**src/rtl/rtd_pkg.sv**
```systemverilog
// Shared types for the round-trip delay meter and autocalibration loop.
package rtd_pkg;

    // Outcome of comparing one measurement with the calibration target.
    typedef enum logic [1:0] {
        CMP_BELOW = 2'd0,
        CMP_EQUAL = 2'd1,
        CMP_ABOVE = 2'd2
    } rtd_cmp_e;

endpackage

```
**src/rtl/rtd_txframe.sv**
```systemverilog
// Transmit frame-start generator.
// Emits a one-cycle pulse every FRAME_LEN cycles from a free-running frame
// counter, or in the cycle after sync_req, which also restarts the counter.
// Assumes FRAME_LEN >= 2.
module rtd_txframe #(
    parameter int FRAME_LEN = 3072000
) (
    input  logic clk,
    input  logic rst_n,
    input  logic sync_req,
    output logic tx_fs
);
    localparam int FR_W = $clog2(FRAME_LEN);
    localparam logic [FR_W-1:0] LAST = FR_W'(FRAME_LEN - 1);

    logic [FR_W-1:0] pos_q;

    // Advance the frame position and raise the pulse at wrap or on sync.
    always_ff @(posedge clk) begin
        if (!rst_n) begin
            pos_q <= '0;
            tx_fs <= 1'b0;
        end else if (sync_req || pos_q == LAST) begin
            pos_q <= '0;
            tx_fs <= 1'b1;
        end else begin
            pos_q <= pos_q + 1'b1;
            tx_fs <= 1'b0;
        end
    end
endmodule

```
**src/rtl/rtd_meter.sv**
```systemverilog
// Round-trip delay meter.
// Opens a measurement on each transmit frame pulse and closes it on the first
// receive frame marker that follows. The result is the cycle distance between
// the two. When no marker returns within FRAME_LEN-1 cycles, the measurement is
// abandoned, the timeout flag is raised and the last result is kept.
// Assumes FRAME_LEN - 1 fits in CNT_W bits.
module rtd_meter #(
    parameter int CNT_W     = 22,
    parameter int FRAME_LEN = 3072000
) (
    input  logic             clk,
    input  logic             rst_n,
    input  logic             tx_fs,
    input  logic             rx_fs,
    output logic [CNT_W-1:0] value,
    output logic             valid,
    output logic             timeout
);
    localparam logic [CNT_W-1:0] LAST    = CNT_W'(FRAME_LEN - 1);
    localparam logic [CNT_W-1:0] CNT_TOP = '1;

    logic [CNT_W-1:0] run_q;
    logic             open_q;

    // Run the open measurement and record its result or its timeout.
    always_ff @(posedge clk) begin
        if (!rst_n) begin
            run_q   <= '0;
            open_q  <= 1'b0;
            value   <= '0;
            valid   <= 1'b0;
            timeout <= 1'b0;
        end else begin
            valid <= 1'b0;
            if (tx_fs) begin
                if (rx_fs) begin
                    value   <= '0;
                    valid   <= 1'b1;
                    timeout <= 1'b0;
                    open_q  <= 1'b0;
                end else begin
                    open_q <= 1'b1;
                    run_q  <= CNT_W'(1);
                end
            end else if (open_q) begin
                if (rx_fs) begin
                    value   <= run_q;
                    valid   <= 1'b1;
                    timeout <= 1'b0;
                    open_q  <= 1'b0;
                end else if (run_q >= LAST) begin
                    timeout <= 1'b1;
                    open_q  <= 1'b0;
                end else if (run_q != CNT_TOP) begin
                    run_q <= run_q + 1'b1;
                end
            end
        end
    end
endmodule

```
**src/rtl/rtd_pipe.sv**
```systemverilog
// Selectable-depth receive pipeline placed after the elastic buffer.
// All stages shift every cycle, and the output taps the stage chosen by depth.
// Depth 0 is a direct path. With PIPE_EN = 0 no stages are built.
// Assumes depth <= MAX_DEPTH.
module rtd_pipe #(
    parameter int DATA_W    = 32,
    parameter int MAX_DEPTH = 5,
    parameter int PIPE_EN   = 1,
    parameter int DEPTH_W   = 3
) (
    input  logic              clk,
    input  logic              rst_n,
    input  logic [DEPTH_W-1:0] depth,
    input  logic              in_fs,
    input  logic [DATA_W-1:0] in_data,
    output logic              out_fs,
    output logic [DATA_W-1:0] out_data
);
    generate
        if (PIPE_EN != 0) begin : g_pipe
            logic [DATA_W-1:0] stg_d [1:MAX_DEPTH];
            logic              stg_f [1:MAX_DEPTH];

            // Shift the word and its marker one stage per cycle.
            always_ff @(posedge clk) begin
                if (!rst_n) begin
                    for (int k = 1; k <= MAX_DEPTH; k++) begin
                        stg_d[k] <= '0;
                        stg_f[k] <= 1'b0;
                    end
                end else begin
                    stg_d[1] <= in_data;
                    stg_f[1] <= in_fs;
                    for (int k = 2; k <= MAX_DEPTH; k++) begin
                        stg_d[k] <= stg_d[k-1];
                        stg_f[k] <= stg_f[k-1];
                    end
                end
            end

            // Tap the output at the selected stage.
            always_comb begin
                out_data = in_data;
                out_fs   = in_fs;
                for (int k = 1; k <= MAX_DEPTH; k++) begin
                    if (depth == DEPTH_W'(k)) begin
                        out_data = stg_d[k];
                        out_fs   = stg_f[k];
                    end
                end
            end
        end else begin : g_bypass
            logic unused_pipe;
            assign unused_pipe = ^{depth, clk, rst_n};
            assign out_data    = in_data;
            assign out_fs      = in_fs;
        end
    endgenerate
endmodule

```
**src/rtl/rtd_ctrl.sv**
```systemverilog
// Autocalibration controller.
// Compares each accepted measurement with the target and requests a step of
// one stage toward it, limited to 0..MAX_DEPTH. The request is applied on the
// next transmit frame pulse, and the measurement that follows is discarded.
// Also keeps the lock and unreachable flags.
// Assumes at most one measurement per frame.
module rtd_ctrl
    import rtd_pkg::*;
#(
    parameter int CNT_W     = 22,
    parameter int MAX_DEPTH = 5,
    parameter int PIPE_EN   = 1,
    parameter int DEPTH_W   = 3
) (
    input  logic               clk,
    input  logic               rst_n,
    input  logic               tx_fs,
    input  logic               cal_en,
    input  logic [CNT_W-1:0]   target,
    input  logic               meas_valid,
    input  logic [CNT_W-1:0]   meas_value,
    output logic [DEPTH_W-1:0] depth,
    output logic               locked,
    output logic               unreach
);
    localparam logic [DEPTH_W-1:0] TOP = DEPTH_W'(MAX_DEPTH);
    localparam bit                 HAS_PIPE = (PIPE_EN != 0);

    rtd_cmp_e           cmp;
    logic               active;
    logic [DEPTH_W-1:0] pend_q;
    logic               pend_v_q;
    logic               skip_q;

    // Classify the measurement against the target.
    always_comb begin
        if (meas_value < target)      cmp = CMP_BELOW;
        else if (meas_value > target) cmp = CMP_ABOVE;
        else                          cmp = CMP_EQUAL;
    end

    assign active = cal_en && HAS_PIPE;

    // Decide the next depth, apply it on a frame boundary, keep the flags.
    always_ff @(posedge clk) begin
        if (!rst_n) begin
            depth    <= '0;
            pend_q   <= '0;
            pend_v_q <= 1'b0;
            skip_q   <= 1'b0;
            locked   <= 1'b0;
            unreach  <= 1'b0;
        end else if (!active) begin
            pend_v_q <= 1'b0;
            skip_q   <= 1'b0;
            locked   <= 1'b0;
            unreach  <= 1'b0;
        end else begin
            if (meas_valid) begin
                if (skip_q) begin
                    skip_q <= 1'b0;
                end else begin
                    unique case (cmp)
                        CMP_BELOW: begin
                            locked <= 1'b0;
                            if (depth == TOP) begin
                                unreach <= 1'b1;
                            end else begin
                                unreach  <= 1'b0;
                                pend_q   <= depth + 1'b1;
                                pend_v_q <= 1'b1;
                            end
                        end
                        CMP_ABOVE: begin
                            locked <= 1'b0;
                            if (depth == '0) begin
                                unreach <= 1'b1;
                            end else begin
                                unreach  <= 1'b0;
                                pend_q   <= depth - 1'b1;
                                pend_v_q <= 1'b1;
                            end
                        end
                        default: begin
                            locked  <= 1'b1;
                            unreach <= 1'b0;
                        end
                    endcase
                end
            end
            if (tx_fs && pend_v_q) begin
                depth    <= pend_q;
                pend_v_q <= 1'b0;
                skip_q   <= 1'b1;
            end
        end
    end
endmodule

```
**src/rtl/rtd_autocal.sv**
```systemverilog
// Top level: round-trip delay meter with receive-path autocalibration.
// Connects the frame generator, the selectable pipeline, the meter, which
// watches the pipeline output, and the calibration controller that sets the
// depth.
// Assumes the cable delay plus MAX_DEPTH is below FRAME_LEN.
module rtd_autocal #(
    parameter int DATA_W    = 32,
    parameter int CNT_W     = 22,
    parameter int FRAME_LEN = 3072000,
    parameter int MAX_DEPTH = 5,
    parameter int PIPE_EN   = 1,
    parameter int DEPTH_W   = $clog2(MAX_DEPTH + 1)
) (
    input  logic               clk,
    input  logic               rst_n,
    input  logic               sync_req,
    output logic               tx_fs,
    input  logic               rx_fs_in,
    input  logic [DATA_W-1:0]  rx_data_in,
    output logic               rx_fs_out,
    output logic [DATA_W-1:0]  rx_data_out,
    input  logic               cal_en,
    input  logic [CNT_W-1:0]   cal_target,
    output logic [CNT_W-1:0]   rtd_value,
    output logic               rtd_valid,
    output logic               rtd_timeout,
    output logic [DEPTH_W-1:0] cal_depth,
    output logic               cal_locked,
    output logic               cal_unreach
);
    rtd_txframe #(.FRAME_LEN(FRAME_LEN)) u_txf (
        .clk      (clk),
        .rst_n    (rst_n),
        .sync_req (sync_req),
        .tx_fs    (tx_fs)
    );

    rtd_pipe #(
        .DATA_W(DATA_W), .MAX_DEPTH(MAX_DEPTH),
        .PIPE_EN(PIPE_EN), .DEPTH_W(DEPTH_W)
    ) u_pipe (
        .clk      (clk),
        .rst_n    (rst_n),
        .depth    (cal_depth),
        .in_fs    (rx_fs_in),
        .in_data  (rx_data_in),
        .out_fs   (rx_fs_out),
        .out_data (rx_data_out)
    );

    rtd_meter #(.CNT_W(CNT_W), .FRAME_LEN(FRAME_LEN)) u_meter (
        .clk     (clk),
        .rst_n   (rst_n),
        .tx_fs   (tx_fs),
        .rx_fs   (rx_fs_out),
        .value   (rtd_value),
        .valid   (rtd_valid),
        .timeout (rtd_timeout)
    );

    rtd_ctrl #(
        .CNT_W(CNT_W), .MAX_DEPTH(MAX_DEPTH),
        .PIPE_EN(PIPE_EN), .DEPTH_W(DEPTH_W)
    ) u_ctrl (
        .clk        (clk),
        .rst_n      (rst_n),
        .tx_fs      (tx_fs),
        .cal_en     (cal_en),
        .target     (cal_target),
        .meas_valid (rtd_valid),
        .meas_value (rtd_value),
        .depth      (cal_depth),
        .locked     (cal_locked),
        .unreach    (cal_unreach)
    );
endmodule

```
**config.mk**
```make
export PLATFORM = sky130hd
export DESIGN_NAME = rtd_autocal
export DESIGN_NICKNAME = d
export VERILOG_FILES = /design/src/rtl/rtd_pkg.sv /design/src/rtl/rtd_txframe.sv /design/src/rtl/rtd_meter.sv /design/src/rtl/rtd_pipe.sv /design/src/rtl/rtd_ctrl.sv /design/src/rtl/rtd_autocal.sv
export SDC_FILE = /design/constraint.sdc
export NUM_CORES = 1
export LEC_CHECK = 0
export ABC_AREA = 1
export BUFFER_PORTS_ARGS = -buffer_cell sky130_fd_sc_hd__buf_4
export CORE_MARGIN = 4
export CORE_UTILIZATION = 55
export CTS_CLUSTER_DIAMETER = 150
export CTS_CLUSTER_SIZE = 16
export DETAILED_ROUTE_END_ITERATION = 8
export PLACE_DENSITY = 0.85
export SYNTH_ARGS = -nofsm -noshare
export SYNTH_HDL_FRONTEND = slang
export SYNTH_HIERARCHICAL = 1
export SYNTH_SLANG_ARGS = --single-unit
```
**constraint.sdc**
```tcl
create_clock -name clk -period 3 [get_ports clk]
set_input_delay 0 -clock clk [delete_from_list [all_inputs] [get_ports clk]]
set_output_delay 0 -clock clk [all_outputs]
set_load 0.005 [all_outputs]
```
==> flow_summary_export.csv <==
group,metric,value,unit
outcome,status,"finished, final reports clean",
clock_tree,clk_pin_slew_worst_paths,0.07,ns
worst_setup_path,crit_path_frequent_cell,"nand2_1",
worst_setup_path,crit_path_max_fanout,33,
min_path,hold_path_class,"input pin to flip-flop",
worst_setup_path,cp_cell_sequence,"inv_2 -> buf_4 -> nand4_1 -> nand3_1 -> nand2_1 -> nand2_1 -> nand2_1 -> nand2_1 -> inv_1 -> nand3_2 -> nand2_4 -> nand2_4 -> inv_2 -> nor2_1 -> nor2_1",
min_path,whs_path_depth,6,
power_and_ir_drop,ir_worst_vdd,380,uV
worst_setup_path,crit_slowest_cell,"dfxtp_1",
sta,maxSlewHeadroom,0.447,
worst_setup_path,crit_required,3.42,ns
sta,setup_violations,0,
yosys,synth.area.top_cells,"dfxtp_1 42%, nand2_1 19%, inv_1 11%, nand3_1 5.5%, nor2_1 4.0%",
route,wl_met3,1.72,mm
route,met2WireLength,13.2,mm
yosys,synthesis.area,11700,um2
run,maxCapViolCount,0,
sta,fin_crit,2.50,ns
yosys,async_flop_share,0,
worst_setup_path,cp.arrival,2.93,ns
yosys,synth_cell_types,35,
cells_and_area,final_nets,1999,
clock_tree,cts_tree,"done",
cells_and_area,insertedDiodeCount,0,
sta,tightest_slew,0.830,ns
die,rows,53,
sta,post-route-period-util,0.835,
route,antenna_left,0,
die,core_area,21000,um2
yosys,syn_inst,1801,
yosys,synth.most_common_cell,"nand2_1",
clock_tree,cts_buffers,19,
sta,rsz0062_at_grt,"false",
clock_tree,clock_sink_count,245,
worst_setup_path,cp-start-kind,"flip-flop",
yosys,syn_area_per_cell,6.52,um2
die,initial_core_util,0.558,
route,drt_iter0_drc,871,
route,drt-vias-per-instance,4.96,
placement,hpwlAfterDp,18.2,mm
yosys,synthMuxAreaShare,0,
yosys,synth_adder_area_share,0.0273,
route,drtPass1Iterations,6,
cells_and_area,fillers,1731,
route,vias,10866,
clock_tree,clk_latency,0.50,ns
route,wl,28.1,mm
global_routing,grt_pass1_wl,46.7,mm
die,die_h,154,um
sta,setup_tns,0,ns
worst_setup_path,critPathMaxStageDelay,0.54,ns
yosys,ys_seq_area_frac,0.418,
yosys,synth-edff-count,0,
sta,fmax,399,MHz
cells_and_area,drive_gt1_frac,0.102,
route,wl_per_cell,12.8,um
yosys,synth-main-ff-cell,"dfxtp_1",
die,die_x,154,um
yosys,synth_top_area_frac,0.418,
clock_tree,htreeDepth,1,
route,m1WireLength,12.2,mm
yosys,synth-xor-area-share,0.0142,
die,io_pins,122,
cells_and_area,multi_input_area,5130,um2
cells_and_area,utilization,0.650,
power_and_ir_drop,p_per_area,451,nW/um2
placement,globalplace.congestion,0.898,
worst_setup_path,critical_path_class,"flip-flop to flip-flop",
yosys,synth_compound_area_frac,0.0554,
worst_setup_path,cp-end-kind,"flip-flop",
yosys,synth-simple-area-share,0.339,
route,drc,0,
clock_tree,cts_setup_buffers,0,
cells_and_area,areaGrowthSynthToFinish,16.4,%
yosys,synth_seq_cells,245,
sta,skew,0.0175,ns
placement,portBuffers,121,
cells_and_area,seq_area,4910,um2
power_and_ir_drop,p_leak,7.31,nW
yosys,synth_common_cells,"609 x nand2_1, 352 x inv_1, 245 x dfxtp_1, 128 x nand3_1, 125 x nor2_1",
global_routing,grt_max_degree,187,
worst_setup_path,reg2regPathDepth,15,
global_routing,grt_pass1_vias,10137,
yosys,synth_top_family_by_area,"simple AND/OR/NAND/NOR gates",
sta,finalHoldViolations,0,
sta,maxSlewViolCount,0,
yosys,synth_nets,1885,
global_routing,antenna_found_initial,0,
route,dr.max_layer_used,"met4",
global_routing,grt_usage,0.229,
clock_tree,cts_root_buffer,"clkbuf_16",
clock_tree,cts_max_path_buffers,3,
global_routing,overflow,0,
yosys,synth.largest_area_cell,"dfxtp_1",
die,die_area,23700,um2
yosys,yosysWarnings,6,
[worst max-delay path, delay by kind of cell, from the launching register on]
family	cells	cell delay [ns]
AND/OR/NAND/NOR	11	1.15
buffers and inverters	4	0.71
flip-flops	1	0.54
[cells in the final DEF, fill, tap and decap left out, types with 5 or more instances in the layout]
master           n
nand2_1        609
inv_1          352
dfxtp_1        244
buf_4          134
nand3_1        128
nor2_1         124
o21ai_0         60
a21oi_1         47
nand4_1         40
dlygate4sd3_1   36
ha_1            24
clkbuf_16       19
o21ai_1         16
xor2_1          13
nand2_2         12
nor2_4           6
xnor2_1          6
nor2_2           5
nor3_1           5
inv_2            5
[power breakdown]
group	internal, mW	switching (mW)
registers	3.34	0.0658
logic	0.223	0.289
clock network	1.15	1.10
total	4.70	1.46
[per-layer routing]
| metal | track usage | vias up |
|---|---|---|
| met3 | 0.0276 | 73 |
| li1 | - | 5615 |
| met4 | 0.0820 | 0 |
| met2 | 0.395 | 356 |
| met5 | 0 | - |
| met1 | 0.297 | 4822 |
[path summary, 6_finish.rpt]
check	from	end	slack [ns]
worst max-delay path	u_ctrl/depth[1]	u_meter/run_q[21]	0.50
worst min-delay path	cal_target[0]	u_ctrl/locked	0.09
worst max register to register	u_ctrl/depth[1]	u_meter/run_q[21]	0.50
worst min register to register	u_pipe/g_pipe.stg_d[0][77]	u_pipe/g_pipe.stg_d[0][109]	0.42
[stage by stage]
step | worst slack (ns) | area, um2 | hold WS [ns] | power (mW) | std cells
floorplan | 0.788 | 11700 | 0.0935 | 3.74 | 1801
global placement | 0.591 | 12800 | 0.186 | 3.92 | 2133
detailed placement | 0.548 | 12800 | 0.196 | 3.94 | 2133
CTS | 0.528 | 13700 | 0.0717 | 6.21 | 2191
global route | 0.239 | 13700 | 0.111 | 6.41 | 2191
finish | 0.495 | 13700 | 0.0880 | 6.16 | 2191
[what timing repair did]
action	CTS	global route
endpoints found under the hold margin	56	0
resized for setup	0	0
setup endpoints to repair	0	0
hold buffers	36	0
[flip-flops by register name, indices dropped and copies added, names as in the netlist, 3 cells and up]
signal / flops
u_pipe/g_pipe.stg_f: 5
u_pipe/g_pipe.stg_d: 160
u_meter/run_q: 22
u_txf/pos_q: 22
u_ctrl/depth: 3
u_ctrl/pend_q: 3
u_meter/value: 22
[kinds of logic after synthesis]
kind of cell,after synthesis
xor+xnor,19
buf+inv,440
fa+ha+maj,25
compound gates,128
flops,245
simple gates,944
[layout make-up]
| type | count | share of cell area |
|---|---|---|
| Clock buffer | 20 | 0.0351 |
| Clock inverter | 2 | 0.00183 |
| Inverter | 360 | 0.0989 |
| Multi-Input combinational cell | 1116 | 0.376 |
| Sequential cell | 245 | 0.359 |
| Tap cell | 275 | 0.0252 |
| Timing Repair Buffer | 173 | 0.104 |
Note: power is estimated with default switching activity, not from simulation.
